--- config.mk ---
export PLATFORM = sky130hd
export DESIGN_NAME = smc_async_seq
export DESIGN_NICKNAME = d
export VERILOG_FILES = /design/src/rtl/smc_pkg.sv /design/src/rtl/smc_phase_ctl.sv /design/src/rtl/smc_bus_drv.sv /design/src/rtl/smc_async_seq.sv
export SDC_FILE = /design/constraint.sdc
export NUM_CORES = 1
export LEC_CHECK = 0
export ABC_AREA = 1
export BUFFER_PORTS_ARGS = -buffer_cell sky130_fd_sc_hd__buf_2
export CELL_PAD_IN_SITES_DETAIL_PLACEMENT = 0
export CELL_PAD_IN_SITES_GLOBAL_PLACEMENT = 1
export CORE_MARGIN = 1
export CORE_UTILIZATION = 41
export CTS_CLUSTER_DIAMETER = 50
export CTS_CLUSTER_SIZE = 24
export DETAILED_ROUTE_END_ITERATION = 12
export PLACE_DENSITY = 0.93
export SLEW_MARGIN = 25
export SYNTH_ARGS = -nofsm -noshare
export SYNTH_HDL_FRONTEND = slang
export SYNTH_HIERARCHICAL = 1
export SYNTH_SLANG_ARGS = --single-unit
--- constraint.sdc ---
create_clock -name clk -period 4.8 [get_ports clk]
set_input_delay 0 -clock clk [delete_from_list [all_inputs] [get_ports clk]]
set_output_delay 0 -clock clk [all_outputs]
set_load 0.005 [all_outputs]
--- src/rtl/smc_pkg.sv ---
package smc_pkg;
  typedef enum logic [2:0] {
    PH_IDLE = 3'd0,
    PH_ASET = 3'd1,
    PH_AHLD = 3'd2,
    PH_DATA = 3'd3,
    PH_TURN = 3'd4
  } smc_phase_e;
endpackage

--- src/rtl/smc_phase_ctl.sv ---
module smc_phase_ctl
  import smc_pkg::*;
#(
  parameter int ASW = 4,
  parameter int HSW = 4,
  parameter int DSW = 8,
  parameter int TSW = 4
) (
  input  logic           clk,
  input  logic           rst_n,
  input  logic           start_i,
  input  logic           wr_i,
  input  logic [ASW-1:0] addset_i,
  input  logic [HSW-1:0] addhld_i,
  input  logic [DSW-1:0] datast_i,
  input  logic [TSW-1:0] busturn_i,
  input  logic           wait_en_i,
  input  logic           wait_pol_i,
  input  logic           mem_wait_i,
  output smc_phase_e     phase_o,
  output logic           wr_o,
  output logic           data_last_o
);
  localparam int CW = DSW + 2;
  localparam logic [CW-1:0] WAIT_FLOOR = CW'(3);

  smc_phase_e     phase_q, phase_d;
  logic [CW-1:0]  cnt_q, cnt_d;
  logic           cfg_ld;
  logic           wr_q, wen_q, wpol_q;
  logic [HSW-1:0] hld_q;
  logic [DSW-1:0] dst_q;
  logic [TSW-1:0] turn_q;
  logic [HSW-1:0] hld_eff;
  logic [DSW-1:0] dst_eff;
  logic           wait_act, cnt_zero;

  assign hld_eff  = (hld_q == '0) ? HSW'(1) : hld_q;
  assign dst_eff  = (dst_q == '0) ? DSW'(1) : dst_q;
  assign cnt_zero = (cnt_q == '0);
  assign wait_act = (phase_q == PH_DATA) && wen_q && (mem_wait_i == wpol_q);

  always_comb begin
    phase_d = phase_q;
    cnt_d   = cnt_q;
    cfg_ld  = 1'b0;
    unique case (phase_q)
      PH_IDLE: if (start_i) begin
        phase_d = PH_ASET;
        cnt_d   = CW'(addset_i);
        cfg_ld  = 1'b1;
      end
      PH_ASET: if (cnt_zero) begin
        phase_d = PH_AHLD;
        cnt_d   = CW'(hld_eff);
      end else cnt_d = cnt_q - CW'(1);
      PH_AHLD: if (cnt_zero) begin
        phase_d = PH_DATA;
        cnt_d   = wr_q ? CW'(dst_eff) : CW'(dst_eff) + CW'(2);
      end else cnt_d = cnt_q - CW'(1);
      PH_DATA: if (wait_act) begin
        cnt_d = (cnt_q < WAIT_FLOOR) ? WAIT_FLOOR : cnt_q;
      end else if (cnt_zero) begin
        phase_d = PH_TURN;
        cnt_d   = CW'(turn_q);
      end else cnt_d = cnt_q - CW'(1);
      PH_TURN: if (cnt_zero) phase_d = PH_IDLE;
               else cnt_d = cnt_q - CW'(1);
      default: phase_d = PH_IDLE;
    endcase
  end

  always_ff @(posedge clk or negedge rst_n) begin
    if (!rst_n) begin
      phase_q <= PH_IDLE;
      cnt_q   <= '0;
    end else begin
      phase_q <= phase_d;
      cnt_q   <= cnt_d;
    end
  end

  always_ff @(posedge clk or negedge rst_n) begin
    if (!rst_n) begin
      wr_q   <= 1'b0;
      wen_q  <= 1'b0;
      wpol_q <= 1'b0;
      hld_q  <= '0;
      dst_q  <= '0;
      turn_q <= '0;
    end else if (cfg_ld) begin
      wr_q   <= wr_i;
      wen_q  <= wait_en_i;
      wpol_q <= wait_pol_i;
      hld_q  <= addhld_i;
      dst_q  <= datast_i;
      turn_q <= busturn_i;
    end
  end

  assign phase_o     = phase_q;
  assign wr_o        = wr_q;
  assign data_last_o = (phase_q == PH_DATA) && !wait_act && cnt_zero;


  addr_hold_wait_immune_chk: assert property (@(posedge clk) disable iff (!rst_n)
    (phase_q == PH_AHLD && cnt_zero) |=> (phase_q == PH_DATA));


  addr_setup_wait_immune_chk: assert property (@(posedge clk) disable iff (!rst_n)
    (phase_q == PH_ASET && cnt_zero) |=> (phase_q == PH_AHLD));


  wait_margin_chk: assert property (@(posedge clk) disable iff (!rst_n)
    wait_act |=> (phase_q == PH_DATA && cnt_q >= WAIT_FLOOR));
endmodule

--- src/rtl/smc_bus_drv.sv ---
module smc_bus_drv
  import smc_pkg::*;
#(
  parameter int DW = 16,
  parameter int BW = DW / 8
) (
  input  logic          clk,
  input  logic          rst_n,
  input  logic          start_i,
  input  logic [DW-1:0] addr_i,
  input  logic [DW-1:0] wdata_i,
  input  logic [BW-1:0] be_i,
  input  smc_phase_e    phase_i,
  input  logic          wr_i,
  input  logic          data_last_i,
  input  logic [DW-1:0] mem_ad_i,
  output logic          mem_cs_n,
  output logic          mem_adv_n,
  output logic          mem_oe_n,
  output logic          mem_we_n,
  output logic [BW-1:0] mem_bl_n,
  output logic [DW-1:0] mem_ad_o,
  output logic          mem_ad_oe,
  output logic [DW-1:0] rd_data_o,
  output logic          done_o
);
  logic [DW-1:0] addr_q, wdata_q, rd_q;
  logic [BW-1:0] be_q;
  logic          done_q, cap_en;
  logic          in_addr, in_data, active;

  always_ff @(posedge clk or negedge rst_n) begin
    if (!rst_n) begin
      addr_q  <= '0;
      wdata_q <= '0;
      be_q    <= '0;
    end else if (start_i) begin
      addr_q  <= addr_i;
      wdata_q <= wdata_i;
      be_q    <= be_i;
    end
  end

  assign cap_en = data_last_i && !wr_i;

  always_ff @(posedge clk or negedge rst_n) begin
    if (!rst_n) rd_q <= '0;
    else if (cap_en) rd_q <= mem_ad_i;
  end

  always_ff @(posedge clk or negedge rst_n) begin
    if (!rst_n) done_q <= 1'b0;
    else        done_q <= data_last_i;
  end

  assign in_addr = (phase_i == PH_ASET) || (phase_i == PH_AHLD);
  assign in_data = (phase_i == PH_DATA);
  assign active  = in_addr || in_data;

  assign mem_cs_n  = !active;
  assign mem_adv_n = (phase_i != PH_ASET);
  assign mem_oe_n  = !(in_data && !wr_i);
  assign mem_we_n  = !(in_data && wr_i);
  assign mem_bl_n  = active ? ~be_q : '1;
  assign mem_ad_o  = in_data ? wdata_q : addr_q;
  assign mem_ad_oe = in_addr || (in_data && wr_i);
  assign rd_data_o = rd_q;
  assign done_o    = done_q;


  no_bus_fight_chk: assert property (@(posedge clk) disable iff (!rst_n)
    !mem_oe_n |-> !mem_ad_oe);


  strobe_excl_chk: assert property (@(posedge clk) disable iff (!rst_n)
    !(!mem_oe_n && !mem_we_n));


  adv_under_cs_chk: assert property (@(posedge clk) disable iff (!rst_n)
    !mem_adv_n |-> !mem_cs_n);


  done_pulse_chk: assert property (@(posedge clk) disable iff (!rst_n)
    done_o |-> (phase_i == PH_TURN) ##1 !done_o);
endmodule

--- src/rtl/smc_async_seq.sv ---
module smc_async_seq
  import smc_pkg::*;
#(
  parameter int DW  = 16,
  parameter int ASW = 4,
  parameter int HSW = 4,
  parameter int DSW = 8,
  parameter int TSW = 4,
  localparam int BW = DW / 8
) (
  input  logic           clk,
  input  logic           rst_n,
  input  logic           req_valid,
  output logic           req_ready,
  input  logic           req_write,
  input  logic [DW-1:0]  req_addr,
  input  logic [DW-1:0]  req_wdata,
  input  logic [BW-1:0]  req_be,
  output logic           done,
  output logic [DW-1:0]  rd_data,
  input  logic [ASW-1:0] cfg_addset,
  input  logic [HSW-1:0] cfg_addhld,
  input  logic [DSW-1:0] cfg_datast,
  input  logic [TSW-1:0] cfg_busturn,
  input  logic           cfg_wait_en,
  input  logic           cfg_wait_pol,
  input  logic           mem_wait,
  output logic           mem_cs_n,
  output logic           mem_adv_n,
  output logic           mem_oe_n,
  output logic           mem_we_n,
  output logic [BW-1:0]  mem_bl_n,
  output logic [DW-1:0]  mem_ad_o,
  output logic           mem_ad_oe,
  input  logic [DW-1:0]  mem_ad_i
);
  logic [1:0] rst_sync_q;
  logic       rst_int_n;
  smc_phase_e phase;
  logic       wr, data_last, start;

  always_ff @(posedge clk or negedge rst_n) begin
    if (!rst_n) rst_sync_q <= 2'b00;
    else        rst_sync_q <= {rst_sync_q[0], 1'b1};
  end
  assign rst_int_n = rst_sync_q[1];

  assign req_ready = (phase == PH_IDLE);
  assign start     = req_valid && req_ready;

  smc_phase_ctl #(.ASW(ASW), .HSW(HSW), .DSW(DSW), .TSW(TSW)) u_ctl (
    .clk        (clk),
    .rst_n      (rst_int_n),
    .start_i    (start),
    .wr_i       (req_write),
    .addset_i   (cfg_addset),
    .addhld_i   (cfg_addhld),
    .datast_i   (cfg_datast),
    .busturn_i  (cfg_busturn),
    .wait_en_i  (cfg_wait_en),
    .wait_pol_i (cfg_wait_pol),
    .mem_wait_i (mem_wait),
    .phase_o    (phase),
    .wr_o       (wr),
    .data_last_o(data_last)
  );

  smc_bus_drv #(.DW(DW), .BW(BW)) u_drv (
    .clk        (clk),
    .rst_n      (rst_int_n),
    .start_i    (start),
    .addr_i     (req_addr),
    .wdata_i    (req_wdata),
    .be_i       (req_be),
    .phase_i    (phase),
    .wr_i       (wr),
    .data_last_i(data_last),
    .mem_ad_i   (mem_ad_i),
    .mem_cs_n   (mem_cs_n),
    .mem_adv_n  (mem_adv_n),
    .mem_oe_n   (mem_oe_n),
    .mem_we_n   (mem_we_n),
    .mem_bl_n   (mem_bl_n),
    .mem_ad_o   (mem_ad_o),
    .mem_ad_oe  (mem_ad_oe),
    .rd_data_o  (rd_data),
    .done_o     (done)
  );


  busy_after_accept_chk: assert property (@(posedge clk) disable iff (!rst_int_n)
    (req_valid && req_ready) |=> !req_ready);
endmodule

After elaboration in Yosys (flattened, before gate mapping)
Cells that the tools add are included.
W data, S select, Z words.
{"block": "totals", "ram_bits": 0, "wordCells": 77, "romBits": 0, "memories": 0, "ff_bits": 85, "out_inout_bits": 41, "latchBits": 0, "inputBits": 77}
{"block": "op_classes", "n_bitwise": 1, "div_mod_pow": 0, "addsub": 2, "eq_ne": 14, "n_mux": 22, "n_reduce_logical": 23, "n_lt_le_gt_ge": 1, "n_shift": 0, "n_mul": 0}
{"op": "$mux W10", "count": 8}
{"op": "$pmux W10 S5", "count": 1}
{"op": "$mux W3", "count": 6}
{"op": "$mux W16", "count": 1}
{"op": "$pmux W3 S5", "count": 1}
{"op": "$logic_not A10 Y1", "count": 1}
{"op": "$lt A10 B2 Y1 const B", "count": 1}
{"op": "$ne A2 B1 Y1 const B", "count": 5}
{"op": "$sub A10 B1 Y10 const B", "count": 1}
{"op": "$add A8 B2 Y9 const B", "count": 1}
{"op": "$logic_and A1 B1 Y1", "count": 8}
{"op": "$logic_not A8 Y1", "count": 1}
{"op": "$mux W8", "count": 1}
{"op": "$eq A3 B2 Y1 const B", "count": 2}
{"op": "$reduce_and A6 Y1", "count": 1}
{"op": "$logic_not A1 Y1", "count": 5}
{"op": "$reduce_bool A5 Y1", "count": 1}
{"op": "$logic_not A4 Y1", "count": 1}
{"op": "$mux W4", "count": 1}
{"op": "$ne A2 B2 Y1 const B", "count": 2}
{"op": "$reduce_and A4 Y1", "count": 1}
{"op": "$eq A3 B1 Y1 const B", "count": 1}
{"op": "$eq A3 B3 Y1 const B", "count": 1}
{"op": "$logic_not A3 Y1", "count": 1}
{"op": "other kinds (7)", "count": 10}

Logic depth before layout (Yosys ltp)
Gate-level depths: netlist (run 1).
{"block": "logic_depth", "ltp_word": 7, "mapped_depth": 11, "depth_no_buf": 11}

Cells and area by module
Netlist (run 1), hierarchy kept.
{"module": "smc_bus_drv", "cells_each": 284, "n_inst": 1, "area_each_um2": 2352.3, "seq_area_each_um2": 1276.2}
{"module": "smc_phase_ctl", "cells_each": 297, "n_inst": 1, "area_each_um2": 2183.3, "seq_area_each_um2": 800.8}
{"module": "smc_async_seq", "cells_each": 9, "n_inst": 1, "area_each_um2": 78.8, "seq_area_each_um2": 50.0}

Least setup slack after synthesis (run 1)
OpenSTA, ideal clock, no wires.
{"block": "synth_timing", "kind": "reg-to-reg", "from": "register u_ctl.cnt_q[0]", "to": "register u_drv.rd_q[10], in the netlist u_drv/rd_data_o[10]", "period_less_slack_ps": 1763, "path_slack_ps": 3037, "setup_ps": 116, "stages_incl_launch_ff": 10, "arrival_ps": 1647, "required_ps": 4684, "path_buffers": 2, "path_cell_list": "dfrtp_1 -> inv_1 -> ha_1 -> inv_1 -> nor4_1 -> buf_4 -> nand2_4 -> buf_4 -> nand2_1 -> nand2_1"}
{"block": "synth_via", "elab_chain_len": 3}
{"item": "start: declaration", "line_no": "smc_phase_ctl.sv:28", "rtl": "logic [CW-1:0] cnt_q, cnt_d;"}
{"item": "start signal: assignment", "line_no": "smc_phase_ctl.sv:79", "rtl": "cnt_q <= cnt_d;"}
{"item": "$logic_not A10 Y1", "line_no": "smc_phase_ctl.sv:40", "rtl": "assign cnt_zero = (cnt_q == '0);"}
{"item": "$logic_and A1 B1 Y1", "line_no": "smc_phase_ctl.sv:103", "rtl": "assign data_last_o = (phase_q == PH_DATA) && !wait_act && cnt_zero;"}
{"item": "named net data_last", "line_no": "smc_async_seq.sv:40", "rtl": "logic wr, data_last, start;"}
{"item": "$logic_and A1 B1 Y1", "line_no": "smc_bus_drv.sv:44", "rtl": "assign cap_en = data_last_i && !wr_i;"}
{"item": "end signal: assignment", "line_no": "smc_bus_drv.sv:48", "rtl": "else if (cap_en) rd_q <= mem_ad_i;"}
{"item": "end: declaration", "line_no": "smc_bus_drv.sv:27", "rtl": "logic [DW-1:0] addr_q, wdata_q, rd_q;"}
The timed path passes the listed nets, and every way through them passes these cells.
A chain may end at the register's enable or synchronous reset.

Worst setup path after layout (run 1)
{"block": "layout_timing", "from": "register u_ctl.phase_q[1], in the netlist u_ctl/phase_o[1]", "to": "register u_ctl.cnt_q[9]"}
{"block": "layout_via", "word_cells_on_any_way": 15, "classes_between": "eq/ne (7); mux (2); reduce/logical (6)"}
{"item": "start: declaration", "line_no": "smc_phase_ctl.sv:27", "rtl": "smc_phase_e phase_q, phase_d;"}
{"item": "start signal: assignment", "line_no": "smc_phase_ctl.sv:78", "rtl": "phase_q <= phase_d;"}
{"item": "$logic_not A3 Y1", "line_no": "smc_async_seq.sv:48", "rtl": "assign req_ready = (phase == PH_IDLE);"}
{"item": "$logic_and A1 B1 Y1", "line_no": "smc_async_seq.sv:49", "rtl": "assign start = req_valid && req_ready;"}
{"item": "named net start", "line_no": "smc_async_seq.sv:40"}
{"item": "$ne A2 B1 Y1 (no source line)"}
{"item": "$reduce_and A4 Y1 (no source line)"}
The timed path passes the listed nets, and every way through them passes these cells.

==> results of run 1 <==
[report_power, final]
part,total (uW),switching [uW],internal (uW)
clock network,500,247,254
logic,1580,962,620
registers,1270,272,993
[layer usage]
| metal | GRT usage, % | wire (um) |
|---|---|---|
| met1 | 27.91 | 5483 |
| met2 | 36.26 | 5514 |
| met3 | 3.556 | 650 |
| met4 | 7.241 | 142 |
| met5 | 0 | 0 |
[layout make-up]
cell class / instances / area (um2) / area share [%]
multi-input cells: 403 / 2029 / 32.78
clock inverters: 4 / 47.55 / 0.7680
well taps: 140 / 175.2 / 2.829
inverters: 77 / 289.0 / 4.669
flip-flops and latches: 85 / 2133 / 34.46
repair buffers: 195 / 1371 / 22.15
clock buffers: 12 / 145.1 / 2.344
[path summary, 6_finish.rpt]
kind	end	slack [ns]	cells past startpoint
worst min-delay path	u_ctl/phase_o[2]	0.20	5
worst max register to register	u_ctl/cnt_q[9]	2.36	12
min in group asynchronous	u_ctl/wpol_q	0.33	0
worst min register to register	u_ctl/wpol_q	0.33	0
max in group asynchronous	u_drv/rd_data_o[2]	3.86	1
worst max-delay path	u_ctl/cnt_q[9]	2.36	12
[kinds of logic after synthesis]
logic type,share of synthesized area (%)
mux,2.196
compound gates,7.674
simple gates,31.64
buf+inv,10.28
flops,46.10
other cells,0.08127
xor+xnor,0.9490
fa+ha+maj,1.085
[timing repair]
action | CTS | global route
setup buffers | 0 | 0
hold buffers | 75 | 0
hold endpoints to repair | 75 | 0
[stage by stage]
| step | utilization (%) | instance area (um2) | power, uW | worst slack (ns) |
|---|---|---|---|---|
| final | 56.86 | 6191 | 3348 | 2.356 |
| after global placement | 47.94 | 5220 | 2747 | 2.246 |
| after detailed placement | 47.94 | 5220 | 2794 | 2.170 |
| after global routing | 56.86 | 6191 | 3676 | 2.078 |
| after CTS | 56.61 | 6163 | 3349 | 2.143 |
| after floorplan | - | 4614 | 2411 | 2.257 |
[worst max-delay path: cells and delay by family, from the launching register on]
kind / cells / cell delay, ns
buffers and inverters: 3 / 0.63
DFF: 1 / 0.63
and+or+nand+nor: 9 / 1.13
[synth_stat cells]
library cell  number
o21ai_1           13
o211ai_2           1
o21a_1             1
o21ai_2            1
buf_8              1
nand3_1           45
nor4_1             1
ha_1               4
nor3_2             2
nor3_1             2
nand2_2            6
o21ai_0           35
xor2_1             5
clkbuf_2           1
inv_1             69
nor2_4             8
buf_4              7
nand3_4            1
a21oi_2            1
nand2_1          184
nand3_2            4
clkbuf_1           4
buf_6              6
nand4_1           22
buf_2              6
mux2_2             9
nor2_2             4
a31oi_1            1
nor2_1            35
dfrtp_1           85
inv_2              6
conb_1             1
a21oi_1           14
clkinv_1           2
nand2_4            2
or2_2              1
[state kept, by name, summed over array words and instances (netlist names)]
register	count
rst_sync_q	2
u_ctl/cnt_q	10
u_ctl/dst_q	8
u_ctl/hld_q	4
u_ctl/phase_o	3
u_ctl/turn_q	4
u_ctl/wen_q	1
u_ctl/wpol_q	1
u_ctl/wr_o	1
u_drv/addr_q	16
u_drv/be_q	2
u_drv/done_o	1
u_drv/rd_data_o	16
u_drv/wdata_q	16
==> results.tsv, run 1 <==
stage	metric	value	unit
outcome	status	completed	
finish	Area Overhead vs Synth	34.16	%
timing	fin crit share	50.92	%
finish	non-filler instance count after layout	916	
worst_setup_path	critical path's largest stage delay	0.63	ns
worst_setup_path	CP required	5.09	ns
power	P per Cell Area	540.7	nW/um2
timing	RSZ-0062 raised after global routing	false	
worst_setup_path	CP Max Fanout	69	
finish	most frequent cells in the layout	nand2_1, buf_2, dfrtp_1	
worst_setup_path	RR Startpoint	u_ctl/phase_o[1]	
place	HPWL Detailed	7867	um
clock_network	Clk Latency, worst-skew pair	0.35	ns
power	total leakage power	0.003279	uW
timing	hold slack final	0.2041	ns
power	Peak VDD IR	0.2572	mV
place	input/output buffers	117	
routing	Initial DRC Count	332	
synth	largest cells by area after synthesis	dfrtp_1, nand2_1, inv_1, nand3_1, o21ai_0	
clock_network	CTS tree	built	
worst_setup_path	Crit. End Element	flip-flop	
floorplan	Die Width	108.1	um
synth	Synth area leader	dfrtp_1	
routing	vias	4403	
job	MaxCap Viol Count	0	
worst_setup_path	slowest cell on the critical path	dfrtp_2	
timing	fmax	409.1	MHz
clock_network	# resized after CTS	0	
worst_setup_path	CP most frequent cell	nand2_1	
routing	Avg WL per Cell	12.87	um
synth	synthesized area	4614	um2
grt	Total GRT Usage	21.49	%
synth	Synth warnings	6	
floorplan	top-level I/O count	118	
grt	initial antenna violation count	0	
synth	share of the synthesized area in the top cell type	46.10	%
finish	antenna cells	0	
routing	Routed Antenna Nets	0	
clock_network	CTS clk-pin slew, worst paths	0.08	ns
routing	aggregate routed wire length	11790	um
worst_setup_path	WS Path Type	flip-flop to flip-flop	
min_path	HP Class	input port to flip-flop	
clock_network	Clock Root Buffer	clkbuf_8	
timing	relative slew slack	61.78	%
floorplan	number of cell rows	38	
finish	Fillers	960	
synth	Cells after Synth	590	
worst_setup_path	CP startpoint	u_ctl/phase_o[1]	
finish	share of post-route cells with drive strength above 1	23.84	%
timing	Slew Viols, Final	0	
clock_network	CTS Buf Count	9	
clock_network	buffer depth of the longest clock path	2	
finish	most common cell after layout, fill and taps aside	nand2_1	
floorplan	Initial Util	42.38	%
synth	Seq/Total Area, Yosys	46.10	%
grt	first-pass GRT wire length	19710	um
clock_network	CTS H-tree lvls	3	
clock_network	clk sink count	85	
min_path	hold path startpoint	mem_wait	
timing	Hold Violations, Final	0	
grt	vias in the first global route	4279	
grt	maximum number of pins on one net before global-route repair	84	
place	dpl cells	824	
routing	First-pass DRT Iterations	4	
timing	final setup TNS	0	ns
synth	Syn Area/Cell	7.821	um2
synth	FF+latch count, synth	85	
grt	grt total ovfl	0	
routing	Post-route DRC	0	
floorplan	DIE AREA	11680	um2
timing	Slew @ Worst Pin	0.5733	ns
finish	Nets	852	
synth	synth unique cells	36	
timing	clk_skew	0.009384	ns
floorplan	Die Ht	108.1	um
floorplan	Core Box Area	10890	um2
place	Final Wtd Congestion	0.8377	
routing	via density per instance	4.807	
worst_setup_path	startpoint types	flip-flop	
timing	Final Setup Violations	0	
worst_setup_path	crit-path cells	nor2_1, nand2_1, nor2_4, buf_4, nor3_2, inv_2, nand2_1, nor2_2, nand2_1, nand2_1, nand2_1, inv_1	
synth	Synth Net Count	671	
timing	Tmin final	2.444	ns
worst_setup_path	Worst EP arrival	2.74	ns
No activity file was read; power rests on OpenSTA's default activity.
==> inputs of run 2 (changes only) <==
- CORE_UTILIZATION: 41 -> 39
- PLACE_DENSITY: 0.93 -> 0.89
- clock period: 4.8 -> 2.4 ns (I/O delays scaled with it)
==> run 2 against run 1 <==
Maximum frequency grew 29%; largest power group unchanged; design area grew 2.5%; via count is essentially flat; combinational power grew 110%; critical endpoint is now u_drv/rd_data_o[1]; die area grew 5.0%; core utilization shrank 1.5 points.
==> results.tsv, run 2 (synthesis results as in run 1) <==
stage	metric	value	unit	change
floorplan	Die Ht	110.8	um	+2.5%
grt	initial antenna violation count	0		unchanged
routing	Post-route DRC	0		unchanged
finish	Fillers	1053		+9.7%
grt	routing usage on met3	3.609	%	+0.052 points
clock_network	CTS H-tree lvls	3		unchanged
grt	maximum number of pins on one net before global-route repair	69		-18%
timing	Slew Viols, Final	0		unchanged
worst_setup_path	critical path's largest stage delay	0.43	ns	-0.20 ns
worst_setup_path	Crit path depth	8		-4
worst_setup_path	WS Path Type	flip-flop to flip-flop		
worst_setup_path	CP required	2.68	ns	-2.41 ns
worst_setup_path	Worst path top cell family by delay	buffers and inverters		
clock_network	CTS clk-pin slew, worst paths	0.06	ns	-0.02 ns
power	Final Total Pwr	7303	uW	+120%
grt	first-pass GRT wire length	19590	um	-0.63%
routing	vias	4401		-0.045%
worst_setup_path	Buf+Inv Stages, Crit Path	4		+1
grt	met2 Use GR	29.94	%	-6.3 points
routing	First-pass DRT Iterations	5		+1
routing	Avg WL per Cell	12.70	um	-1.4%
finish	post-route design area	6345	um2	+2.5%
job	MaxCap Viol Count	0		unchanged
worst_setup_path	R2R cell count	8		-4
routing	via density per instance	4.779		-0.59%
grt	M1 GR Usage	27.54	%	-0.37 points
timing	Tmin final	1.892	ns	-0.5526 ns
timing	Final Setup Violations	0		unchanged
grt	Total GRT Usage	19.60	%	-1.9 points
floorplan	DIE AREA	12270	um2	+5.0%
worst_setup_path	CP Max Fanout	16		-77%
routing	Routed Antenna Nets	0		unchanged
worst_setup_path	r2r endpoint	u_drv/rd_data_o[1]		
worst_setup_path	RR Startpoint	u_ctl/cnt_q[0]		
worst_setup_path	startpoint types	flip-flop		
worst_setup_path	Crit. End Element	flip-flop		
floorplan	Core Box Area	11470	um2	+5.3%
timing	Slew @ Worst Pin	0.5568	ns	-0.01652 ns
place	Final Wtd Congestion	0.8633		+3.1%
worst_setup_path	Worst EP arrival	2.17	ns	-0.57 ns
timing	setup ws final	0.5084	ns	-1.847 ns
finish	most common cell after layout, fill and taps aside	nand2_1		
floorplan	number of cell rows	39		+2.6%
worst_setup_path	crit-path cells	inv_1, ha_1, inv_1, nor4_2, buf_4, buf_4, nand3_1, nand2_1		
finish	Area Overhead vs Synth	37.50	%	
clock_network	# resized after CTS	0		unchanged
finish	share of post-route cells with drive strength above 1	24.04	%	+0.20 points
routing	aggregate routed wire length	11690	um	-0.81%
min_path	HP Class	input port to flip-flop		
place	Placed Area	5274	um2	+1.0%
timing	clk_skew	0.006578	ns	-0.002806 ns
clock_network	clk sink count	85		unchanged
clock_network	buffer depth of the longest clock path	2		unchanged
worst_setup_path	flop-to-flop setup slack	0.51	ns	-1.85 ns
timing	final setup TNS	0	ns	unchanged
floorplan	Initial Util	40.24	%	-2.1 points
grt	grt total ovfl	0		unchanged
power	P per Cell Area	1151	nW/um2	+110%
power	Peak VDD IR	0.6623	mV	+160%
timing	fin crit share	78.82	%	+28 points
timing	fmax	528.7	MHz	+29%
timing	RSZ-0062 raised after global routing	false		
clock_network	Clock Root Buffer	clkbuf_16		
timing	relative slew slack	62.88	%	+1.1 points
worst_setup_path	Setup crit end	u_drv/rd_data_o[1]		
clock_network	CTS Buf Count	9		unchanged
place	pre-CTS worst setup slack	0.5570	ns	-1.613 ns
grt	vias in the first global route	4196		-1.9%
clock_network	Clk Latency, worst-skew pair	0.34	ns	about the same
place	input/output buffers	117		unchanged
clock_network	CTS tree	built		
timing	hold slack final	0.02065	ns	-0.1835 ns
place	HPWL Detailed	7978	um	+1.4%
finish	Nets	854		+0.23%
floorplan	top-level I/O count	118		unchanged
worst_setup_path	CP startpoint	u_ctl/cnt_q[0]		
finish	most frequent cells in the layout	nand2_1, buf_2, dfrtp_1		
timing	Hold Violations, Final	0		unchanged
floorplan	Die Width	110.8	um	+2.5%
routing	Initial DRC Count	249		-25%
grt	GR peak layer	met2		
power	total leakage power	0.003358	uW	+2.4%
worst_setup_path	slowest cell on the critical path	dfrtp_1		
finish	antenna cells	0		unchanged
outcome	status	completed		
-- run 2: changes by cell type in the layout (fill, tap and decap cells not counted), sizes merged --
cell         change
bufinv           +2
buf              +4
dlygate4sd3      -2
clkbuf           -2
-- run 2: area by class of cell --
cell class / instances / area [um2] / area share, %
Sequential cell: 85 / 2131 / 33.58
Timing Repair Buffer: 197 / 1381 / 21.77
Tap cell: 143 / 178.9 / 2.820
Clock inverter: 6 / 111.4 / 1.755
Clock buffer: 10 / 229.0 / 3.609
Inverter: 77 / 289.0 / 4.555
Multi-Input combinational cell: 403 / 2024 / 31.91
-- run 2: how the worst min path moves through the flow --
stage | endpoint | slack [ns] | cells after the start | start
finish | u_ctl/cnt_q[2] | 0.02 | 5 | cfg_addset[2]
global placement | rst_sync_q[0] | -0.21 | 1 | rst_n
CTS | u_ctl/cnt_q[2] | 0.003 | 5 | cfg_addset[2]
global route | u_ctl/cnt_q[2] | 0.03 | 5 | cfg_addset[2]
detailed placement | rst_sync_q[1] | -0.21 | 1 | rst_n
floorplan | rst_sync_q[0] | -0.30 | 0 | rst_n
-- run 2: per-stage QoR --
stage / util, % / std cells
5_1_grt: 55.33 / 921
3_5_place_dp: 45.99 / 832
4_1_cts: 55.33 / 921
3_3_place_gp: 45.99 / 832
2_1_floorplan: - / 590
6_report: 55.33 / 921
-- run 2: power by group --
group / internal, uW / switching [uW] / leakage, uW / total (uW)
clock: 1020 / 567 / 0.000163 / 1580
combinational: 1260 / 2020 / 0.00213 / 3290
sequential: 1990 / 445 / 0.00106 / 2430
-- run 2: per-layer routing --
metal | vias to the layer above | wire (um)
met5 | - | 0
met4 | 0 | 159
met3 | 12 | 554
met2 | 133 | 5373
met1 | 2016 | 5606
li1 | 2240 | -
-- run 2: worst min-delay path: stages --
cell,delay [ns]
buf_2,0.08
nand2_1,0.04
nand3_1,0.07
nand2_1,0.07
nand2_1,0.06
-- run 2: timing repair --
item | CTS | global route
hold endpoints to repair | 73 | 0
hold buffers | 73 | 0
setup buffers | 0 | 0
==> inputs of run 3 (changes only) <==
- ABC_AREA: 1 -> 0
- CORE_UTILIZATION: 39 -> 37
- PLACE_DENSITY: 0.89 -> 0.84
- clock period: 2.4 -> 1.63 ns (I/O delays scaled with it)
==> run 3 against run 2 <==
The flow now finishes with violations (setup timing); maximum frequency fell by 6.7%; design area rose by 18%; total power fell by 34%; largest cell class is now multi-input gates; flip-flop and latch count did not move; core utilization rose by 12 points; synthesized cell count fell by 41%; clock power rose by 28%.
==> results.tsv, run 3 <==
stage	metric	value	unit	change
worst_setup_path	CP required	1.89	ns	-0.79 ns
finish	Nets	702		-18%
floorplan	Core Box Area	11030	um2	-3.8%
grt	vias in the first global route	4371		+4.2%
grt	first-pass GRT wire length	23340	um	+19%
timing	Tmin final	2.027	ns	+0.1355 ns
synth	FF+latch count, synth	85		unchanged
finish	most frequent cells in the layout	buf_2, mux2_4, dfrtp_1		
worst_setup_path	Worst EP arrival	2.29	ns	+0.12 ns
worst_setup_path	Crit. End Element	flip-flop		
clock_network	CTS Buf Count	9		unchanged
place	input/output buffers	117		unchanged
outcome	status	complete, but fails checks		
synth	Post-synth EDFFs	0		unchanged
timing	fin crit share	124.4	%	+46 points
clock_network	CTS tree	built		
floorplan	Die Width	109.4	um	-1.2%
power	Psw	1156	uW	-62%
timing	Hold Violations, Final	0		unchanged
power	sequential power share	45.9	%	+13 points
power	clock share of power	42.2	%	+21 points
timing	Slew Viols, Final	0		unchanged
worst_setup_path	WS Path Type	flip-flop to flip-flop		
timing	setup ws final	-0.3971	ns	-0.9055 ns
finish	non-filler instance count after layout	767		-17%
routing	Post-route DRC	0		unchanged
outcome	failing checks	setup timing		
synth	async set or reset register ratio after synthesis	100.0	%	unchanged
place	dpl cells	650		-22%
timing	fmax	493.3	MHz	-6.7%
grt	Total GRT Usage	26.19	%	+6.6 points
synth	synth unique cells	58		+61%
floorplan	DIE AREA	11970	um2	-2.5%
power	combinational share of power	11.8	%	-33 points
floorplan	Initial Util	38.69	%	-1.5 points
min_path	HP Class	input port to flip-flop		
grt	initial antenna violation count	0		unchanged
synth	synthesized area	4268	um2	-7.5%
finish	share of post-route cells with drive strength above 1	56.07	%	+32 points
floorplan	number of cell rows	38		-2.6%
power	cell-internal power	3630	uW	-15%
routing	via density per instance	5.465		+14%
worst_setup_path	CP Max Fanout	4		-12
power	P per Cell Area	640.9	nW/um2	-44%
routing	aggregate routed wire length	15400	um	+32%
synth	Syn Area/Cell	12.19	um2	+56%
clock_network	Clock Root Buffer	clkbuf_16		
clock_network	CTS clk-pin slew, worst paths	0.06	ns	about the same
routing	Avg WL per Cell	20.07	um	+58%
place	Final Wtd Congestion	0.9139		+5.9%
grt	maximum number of pins on one net before global-route repair	69		unchanged
timing	clk_skew	0.01392	ns	+0.007338 ns
floorplan	Die Ht	109.4	um	-1.2%
synth	largest cells by area after synthesis	dfrtp_1, mux2_2, mux2_4, a21oi_1, nor3_1		
power	switch share	24.16	%	-17 points
synth	Synth Net Count	431		-36%
routing	vias	4192		-4.7%
finish	most common cell after layout, fill and taps aside	buf_2		
clock_network	clk sink count	85		unchanged
power	total leakage power	0.003580	uW	+6.6%
synth	share of the synthesized area in the top cell type	49.84	%	+3.7 points
clock_network	buffer depth of the longest clock path	2		unchanged
routing	Routed Antenna Nets	0		unchanged
finish	post-route design area	7467	um2	+18%
synth	top-count cell post-synth	dfrtp_1		
place	Placed Area	5525	um2	+4.8%
clock_network	CTS H-tree lvls	3		unchanged
timing	RSZ-0062 raised after global routing	true		
routing	First-pass DRT Iterations	6		+1
synth	Seq/Total Area, Yosys	49.84	%	+3.7 points
synth	Cells after Synth	350		-41%
job	MaxCap Viol Count	0		unchanged
timing	final setup TNS	-23.32	ns	-23.32 ns
clock_network	Clk Latency, worst-skew pair	0.35	ns	about the same
synth	Synth area leader	dfrtp_1		
power	Final Total Pwr	4786	uW	-34%
worst_setup_path	startpoint types	flip-flop		
finish	final core utilization	67.70	%	+12 points
timing	Final Setup Violations	98		+98
synth	Synth warnings	6		unchanged
synth	Post-synth top flop	dfrtp_1		
power	Peak VDD IR	0.6309	mV	-4.7%
finish	Area Overhead vs Synth	74.96	%	
grt	grt total ovfl	0		unchanged
routing	Initial DRC Count	312		+25%
place	HPWL Detailed	7814	um	-2.1%
floorplan	top-level I/O count	118		unchanged
synth	Post-synth top cells	dfrtp_1, mux2_2, nand2_1		
[run 3: cell types whose count changed in the layout (fill, tap and decap cells not counted), moves of 23 or more]
cell / delta
o21ai_0: -32
nor2_1: -23
nand3_1: -40
mux2_4: +85
buf_6: +26
inv_1: -60
buf_4: +57
nand2_1: -171
[run 3: through the flow]
step / hold WS, ns / setup WS (ns)
4_1_cts: 0.007910 / -0.3071
3_3_place_gp: -0.2135 / -0.3686
5_1_grt: 0.01146 / -0.4159
2_1_floorplan: -0.2956 / -0.4968
3_5_place_dp: -0.2124 / -0.4158
6_report: 0.02343 / -0.3971
[run 3: cell families (layout without fill, tap and decap cells)]
family / after synthesis / after routing / synth area share [%]
AND/OR/NAND/NOR: 79 / 79 / 10.73
adder cells (fa/ha/maj): 4 / 4 / 1.173
XOR/XNOR: 8 / 8 / 1.642
flip-flops: 85 / 85 / 49.84
buffers and inverters: 27 / 303 / 3.020
multiplexers: 88 / 88 / 23.98
other: 1 / 2 / 0.08787
AO/OA/AOI/OAI: 58 / 58 / 9.528
[run 3: per-layer routing]
| layer | vias to the layer above | GRT usage (%) | wire length [um] |
|---|---|---|---|
| li1 | 1835 | - | - |
| met1 | 2047 | 31.20 | 5930 |
| met5 | - | 0 | 0 |
| met4 | 0 | 15.14 | 700 |
| met3 | 66 | 5.216 | 1023 |
| met2 | 244 | 43.98 | 7742 |
[run 3: power groups by stage]
stage | Combinational [uW] | Clock (uW) | Sequential [uW]
after global routing | 601 | 2150 | 2200
final | 566 | 2020 | 2200
after floorplan | 118 | 0 | 2240
after global placement | 296 | 0 | 2220
after CTS | 538 | 2050 | 2190
after detailed placement | 302 | 0 | 2230
[run 3: worst paths after layout]
kind                                 from         endpoint  slack (ns)  cells after the start
max                        u_ctl/cnt_q[3]   u_ctl/cnt_q[9]       -0.40                      5
min                         cfg_addset[1]   u_ctl/cnt_q[1]        0.02                      3
max reg2reg                u_ctl/cnt_q[3]   u_ctl/cnt_q[9]       -0.40                      5
min reg2reg                 rst_sync_q[1]  u_ctl/turn_q[0]        0.19                      0
max in group asynchronous   rst_sync_q[1]   u_ctl/cnt_q[3]        0.78                      1
min in group asynchronous   rst_sync_q[1]  u_ctl/turn_q[0]        0.19                      0
[run 3: area by class of cell]
| cell class | count | area (um2) |
|---|---|---|
| Clock inverter | 6 | 52.55 |
| Antenna cell | 1 | 2.502 |
| Multi-Input combinational cell | 238 | 2474 |
| Fill cell | 744 | 3563 |
| Tap cell | 140 | 175.2 |
| Clock buffer | 10 | 239.0 |
| Inverter | 9 | 33.78 |
| Sequential cell | 85 | 2138 |
| Timing Repair Buffer | 278 | 2352 |
[run 3: critical path, cell delays in order, from the launching register on]
cell     delay [ns]
dfrtp_2        0.44
or4_4          0.56
nor3_2         0.25
nand2_1        0.12
or4_1          0.50
o21ai_1        0.08
[run 3: what timing repair did]
| action | CTS | global route |
|---|---|---|
| hold buffers | 72 | 0 |
| endpoints found under the setup margin | 97 | 101 |
| gates resized for setup | 117 | 28 |
| setup buffers | 18 | 5 |
| pin swaps | 8 | 6 |
| hold endpoints to repair | 72 | 0 |
| cloned | 11 | 0 |
